`src/rtl/cplq_pkg.sv`:
```
package cplq_pkg;

  // Strobes from the control to the index datapath for one cycle.
  typedef struct packed {
    logic fire;    // a write is issued this cycle
    logic pickTx;  // granted direction is transmit
    logic adv0;    // advance producer of queue 0 (receive / shared)
    logic adv1;    // advance producer of queue 1 (transmit, split only)
  } cplq_stb_t;

endpackage

```
`src/rtl/cplq_ctrl.sv`:
```
module cplq_ctrl
  import cplq_pkg::*;
(
  input  logic      clk,
  input  logic      rstN,
  input  logic      cfgShared,
  input  logic      rxReq,
  input  logic      txReq,
  input  logic      full0,
  input  logic      full1,
  output cplq_stb_t stb,
  output logic      rxGnt,
  output logic      txGnt
);

  logic preferTx;
  logic rxOk;
  logic txOk;
  logic txFull;

  always_comb begin
    txFull = cfgShared ? full0 : full1;
    rxOk   = rxReq && !full0;
    txOk   = txReq && !txFull;

    stb.fire   = rxOk || txOk;
    stb.pickTx = (rxOk && txOk) ? preferTx : txOk;
    stb.adv0   = stb.fire && (cfgShared || !stb.pickTx);
    stb.adv1   = stb.fire && !cfgShared && stb.pickTx;

    rxGnt = stb.fire && !stb.pickTx;
    txGnt = stb.fire && stb.pickTx;
  end

  // Round-robin state: after any grant, prefer the other direction.
  always_ff @(posedge clk) begin
    if (!rstN) begin
      preferTx <= 1'b0;
    end else if (stb.fire) begin
      preferTx <= !stb.pickTx;
    end
  end

endmodule

```
`src/rtl/cplq_dpath.sv`:
```
module cplq_dpath
  import cplq_pkg::*;
#(
  parameter int unsigned DEPTH = 1024,
  parameter int unsigned AW    = 32,
  parameter int unsigned ALIGN = 256,
  localparam int unsigned IDXW = $clog2(DEPTH),
  localparam int unsigned LOWB = $clog2(ALIGN),
  localparam int unsigned NQ   = 2
) (
  input  logic            clk,
  input  logic            rstN,
  input  cplq_stb_t       stb,
  input  logic            cfgShared,
  input  logic            cfgWide,
  input  logic [AW-1:0]   base0,
  input  logic [AW-1:0]   base1,
  input  logic [IDXW-1:0] thresh,
  input  logic            cons0Wr,
  input  logic [IDXW-1:0] cons0Idx,
  input  logic            cons1Wr,
  input  logic [IDXW-1:0] cons1Idx,
  output logic [IDXW-1:0] free0,
  output logic [IDXW-1:0] free1,
  output logic            full0,
  output logic            full1,
  output logic            low0,
  output logic            low1,
  output logic [AW-1:0]   wrAddr
);

  localparam logic [IDXW-1:0] MAXFREE = IDXW'(DEPTH - 1);

  logic [NQ-1:0][IDXW-1:0] prodQ;
  logic [NQ-1:0][IDXW-1:0] consQ;
  logic [NQ-1:0][IDXW-1:0] freeQ;
  logic [NQ-1:0]           advQ;
  logic [NQ-1:0]           loadQ;
  logic [NQ-1:0][IDXW-1:0] loadVal;

  always_comb begin
    advQ    = {stb.adv1, stb.adv0};
    loadQ   = {cons1Wr && !cfgShared, cons0Wr};
    loadVal = {cons1Idx, cons0Idx};
  end

  // Index registers for every queue; power-of-two depth wraps naturally.
  always_ff @(posedge clk) begin
    for (int q = 0; q < NQ; q++) begin
      if (!rstN) begin
        prodQ[q] <= '0;
        consQ[q] <= '0;
      end else begin
        if (advQ[q])  prodQ[q] <= prodQ[q] + 1'b1;
        if (loadQ[q]) consQ[q] <= loadVal[q];
      end
    end
  end

  for (genvar g = 0; g < NQ; g++) begin : g_free
    assign freeQ[g] = MAXFREE - (prodQ[g] - consQ[g]);
  end

  assign free0 = freeQ[0];
  assign free1 = freeQ[1];
  assign full0 = (freeQ[0] == '0);
  assign full1 = (freeQ[1] == '0);
  assign low0  = (freeQ[0] < thresh);
  assign low1  = !cfgShared && (freeQ[1] < thresh);

  // Address: aligned base of the selected queue plus scaled producer index.
  logic            selQ;
  logic [AW-1:0]   baseSel;
  logic [AW-1:0]   baseAl;
  logic [AW-1:0]   offs;

  always_comb begin
    selQ    = !cfgShared && stb.pickTx;
    baseSel = selQ ? base1 : base0;
    baseAl  = {baseSel[AW-1:LOWB], {LOWB{1'b0}}};
    offs    = AW'(prodQ[selQ]) << (cfgWide ? 3 : 2);
    wrAddr  = baseAl + offs;
  end

endmodule

```
`src/rtl/cplq_ptr_unit.sv`:
```
module cplq_ptr_unit
  import cplq_pkg::*;
#(
  parameter int unsigned DEPTH = 1024,
  parameter int unsigned AW    = 32,
  localparam int unsigned IDXW = $clog2(DEPTH)
) (
  input  logic            clk,
  input  logic            rstN,
  input  logic            cfgShared,
  input  logic            cfgWide,
  input  logic [AW-1:0]   cfgRxBase,
  input  logic [AW-1:0]   cfgTxBase,
  input  logic [IDXW-1:0] cfgThresh,
  input  logic            rxReq,
  input  logic            txReq,
  input  logic            rxConsWr,
  input  logic [IDXW-1:0] rxConsIdx,
  input  logic            txConsWr,
  input  logic [IDXW-1:0] txConsIdx,
  output logic            rxGnt,
  output logic            txGnt,
  output logic            wrStrobe,
  output logic            wrIsTx,
  output logic [AW-1:0]   wrAddr,
  output logic            rxLow,
  output logic            txLow
);

  cplq_stb_t       stb;
  logic            qFull0;
  logic            qFull1;
  logic [IDXW-1:0] qFree0;
  logic [IDXW-1:0] qFree1;

  cplq_ctrl u_ctrl (
    .clk      (clk),
    .rstN     (rstN),
    .cfgShared(cfgShared),
    .rxReq    (rxReq),
    .txReq    (txReq),
    .full0    (qFull0),
    .full1    (qFull1),
    .stb      (stb),
    .rxGnt    (rxGnt),
    .txGnt    (txGnt)
  );

  cplq_dpath #(.DEPTH(DEPTH), .AW(AW)) u_dpath (
    .clk      (clk),
    .rstN     (rstN),
    .stb      (stb),
    .cfgShared(cfgShared),
    .cfgWide  (cfgWide),
    .base0    (cfgRxBase),
    .base1    (cfgTxBase),
    .thresh   (cfgThresh),
    .cons0Wr  (rxConsWr),
    .cons0Idx (rxConsIdx),
    .cons1Wr  (txConsWr),
    .cons1Idx (txConsIdx),
    .free0    (qFree0),
    .free1    (qFree1),
    .full0    (qFull0),
    .full1    (qFull1),
    .low0     (rxLow),
    .low1     (txLow),
    .wrAddr   (wrAddr)
  );

  assign wrStrobe = stb.fire;
  assign wrIsTx   = stb.fire && stb.pickTx;

endmodule

```
`config.mk`:
```
export PLATFORM = sky130hd
export DESIGN_NAME = cplq_ptr_unit
export DESIGN_NICKNAME = d
export VERILOG_FILES = /design/src/rtl/cplq_pkg.sv /design/src/rtl/cplq_ctrl.sv /design/src/rtl/cplq_dpath.sv /design/src/rtl/cplq_ptr_unit.sv
export SDC_FILE = /design/constraint.sdc
export NUM_CORES = 1
export LEC_CHECK = 0
export ABC_AREA = 1
export BUFFER_PORTS_ARGS = -buffer_cell sky130_fd_sc_hd__buf_2
export CORE_MARGIN = 1
export CORE_UTILIZATION = 40
export CTS_CLUSTER_SIZE = 30
export DETAILED_ROUTE_END_ITERATION = 6
export SETUP_SLACK_MARGIN = 0.05
export SLEW_MARGIN = 0
export SYNTH_ARGS = -nofsm -noshare
export SYNTH_HDL_FRONTEND = slang
export SYNTH_HIERARCHICAL = 1
export SYNTH_SLANG_ARGS = --single-unit
```
`constraint.sdc`:
```
create_clock -name clk -period 8.9 [get_ports clk]
set_input_delay 1.78 -clock clk [delete_from_list [all_inputs] [get_ports clk]]
set_output_delay 1.78 -clock clk [all_outputs]
set_load 0.05 [all_outputs]
```
==> out/results.tsv <==
metric	value	unit
status	finished, final reports clean	
design.die.area	11700	sq um
p_sw	0.000268	W
synth_edf_count	0	
finalSetupTns	0	ps
cts_hold_buffers	0	
path_delay_family	simple AND/OR/NAND/NOR gates	
syn_to_final_growth	17.0	%
fillers	1184	
final_cell_area	5270	sq um
period_needed	7500	ps
gp_congestion	0.834	
rows	38	
path_max_fanout	53	
crit_buf_inv	8	
regArea	821	sq um
fin_worst_skew	4.09	ps
grt_pass1_vias	4501	
start_util	41.4	%
grt_max_degree	54	
die_h	108	um
avgSynthCellArea	5.84	sq um
arrival	5720	ps
die_x	108	um
cts_tree	yes	
drv_slew	0	
cts_root_buf	clkbuf_8	
first_pass_iters	5	
clkLatencyLatePin	280	ps
drive_gt1_share	18.8	%
tightestPinTransition	844	ps
setup_violations	0	
fmax	133	MHz
synth_cells	772	
finalPower	0.000612	W
path_class	flip-flop to output pin	
hold_path.class	flip-flop to flip-flop	
cp.required	7120	ps
via_per_inst	4.89	
drtIter0Drc	273	
placed_cell_area	5190	sq um
p_per_area	116	nW/um^2
fin_util	48.4	%
dpl.hpwl	10300	um
io_pins	140	
vias	5012	
drc	0	
crit_path_frequent_cell	inv_1	
finalHoldViolCount	0	
seq_power_share	32.3	%
clock_path_buffers	2	
diodes	0	
relSlewSlack	43.7	%
synthesis.area	4510	sq um
start_kind	flip-flop	
cts_resized	0	
comb_power_share	48.4	%
rsz0062_at_grt	no	
ys.flop_type	dfxtp_1	
clk_pin_slew	80	ps
cts_made_buffers	5	
post_cts_buffers	0	
antenna_found_initial	0	
multiInputGateArea	3180	sq um
h-tree-depth	2	
wl	12300	um
end_kind	output pin	
p_leak	2.87	nW
grt_pass1_wl	20000	um
yosysUniqueCellTypes	39	
grtUsageTotal	21.2	%
drtAntennaViolNets	0	
synthTopCellsByArea	nand2_1 19%, dfxtp_1 18%, ha_1 12%, nor2_1 9.0%, inv_1 8.7%	
critPathMaxStageDelay	430	ps
drv_cap	0	
clock_sinks	41	
wl_per_cell	12.0	um
async_reset_ff_share	0	%
p_int	0.000343	W
fin_nets	1031	
seq_area_frac_synth	18.2	%
yosys.area.top_type	nand2_1	
p_sw_share	43.9	%
finalCritPeriodShare	84.3	%
vdd_drop_max	66.2	uV
grt_overflow_total	0	
timing.critical_path.slowest_stage_cell	nor2_2	
ys_warn_count	6	
netlist.area_leader.share	18.7	%
synth-seq-cells	41	
p_clk_share	19.3	%
core-area	10900	sq um
numPortBuffers	121	
==> power by group through the flow <==
| stage | Combinational [W] | Clock (W) | Sequential, W |
|---|---|---|---|
| 3_5_place_dp | 0.000295 | 0 | 0.000202 |
| 2_1_floorplan | 0.000224 | 0 | 0.000200 |
| 6_report | 0.000296 | 0.000118 | 0.000198 |
| 3_3_place_gp | 0.000289 | 0 | 0.000202 |
| 4_1_cts | 0.000297 | 0.000125 | 0.000198 |
| 5_1_grt | 0.000333 | 0.000132 | 0.000199 |
==> flip-flops by register name, summed over array words and instances, names as in the netlist <==
name             count
u_ctrl/preferTx      1
u_dpath/prodQ       20
u_dpath/consQ       20
==> metrics by stage <==
step / instances / hold slack (ps) / setup WS (ps)
final: 1024 / 495 / 1400
after global routing: 1024 / 522 / 746
after CTS: 1024 / 500 / 1340
after detailed placement: 1016 / 480 / 1610
after global placement: 1016 / 478 / 1680
after floorplan: 773 / 459 / 2140
==> cells in the mapped netlist, types with 2 or more instances <==
| library cell | instances |
|---|---|
| buf_4 | 4 |
| nor2_1 | 108 |
| clkinv_1 | 2 |
| a21oi_1 | 35 |
| nand3_2 | 2 |
| mux2i_1 | 2 |
| nand3_1 | 45 |
| inv_1 | 104 |
| clkbuf_1 | 8 |
| buf_6 | 2 |
| ha_1 | 43 |
| nor2_2 | 11 |
| nand2_1 | 224 |
| fa_1 | 3 |
| or2_2 | 5 |
| nand2_2 | 16 |
| dfxtp_1 | 41 |
| nand4_1 | 11 |
| inv_2 | 2 |
| nand3b_1 | 7 |
| xor2_1 | 12 |
| nor3_1 | 10 |
| xnor2_1 | 6 |
| o21ai_0 | 48 |
| o21ai_1 | 3 |
| buf_2 | 4 |
| o21a_1 | 2 |
==> placed cells by master (no fill, tap or decap), drive strengths merged, types with 7 or more instances in the layout <==
cell	count
xor2	12
inv	106
dfxtp	41
nand3b	7
nand2	241
nand4	11
o21ai	51
nor3	10
a21oi	35
buf	121
nand3	47
ha	43
nor2	120
==> worst register-to-register path, stage by stage (launching register included) <==
cell	delay, ps
dfxtp_1	390
inv_1	100
ha_1	250
fa_1	470
or2_2	310
nor2_1	110
nand3_1	90
nor2_1	100
nand3_1	80
nor2_1	150
inv_1	60
nor2_1	110
nor2_2	70
nand3_2	60
nand2_1	60
inv_1	110
nand2_1	80
nor2_1	120
nand2_1	80
nor2_1	180
nand4_1	140
nor2_1	160
nand2_1	70
nand2_1	60
nor2_1	40
==> final cells by class <==
type | count | area share [%]
multi-input combinational | 606 | 60.4
sequential | 41 | 15.6
timing repair buffer | 121 | 11.5
inverter | 108 | 7.69
tap | 140 | 3.32
clock buffer | 6 | 1.38
clock inverter | 2 | 0.190
==> layer usage <==
metal,track usage (%),vias up,wire length (um)
met2,38.8,122,5790
met4,3.23,0,85
met1,27.0,2211,5820
li1,-,2673,-
met5,0,-,0
met3,2.35,6,603
==> cells by family (layout without fill, tap and decap cells) <==
group                      count (synthesis)  count (layout)  synth area share (%)
other                                      1               2                0.0832
buffers and inverters                    126             237                  11.3
DFF                                       41              41                  18.2
AOI/OAI and AO/OA                         95              95                  11.1
adders and majority gates                 46              46                  13.3
muxes                                      2               2                 0.444
and+or+nand+nor                          443             443                  42.1
xor gates and xnor gates                  18              18                  3.50
==> path summary, 6_finish.rpt <==
| check | start | endpoint | slack, ps | cells past startpoint |
|---|---|---|---|---|
| setup / recovery | u_dpath/prodQ[0] | wrAddr[26] | 1400 | 32 |
| hold / removal | u_dpath/consQ[10] | u_dpath/consQ[10] | 500 | 2 |
| setup reg to reg | u_dpath/prodQ[10] | u_dpath/prodQ[9] | 5340 | 24 |
| hold reg to reg | u_dpath/consQ[10] | u_dpath/consQ[10] | 500 | 2 |
Power figures use the tool's default switching activity.
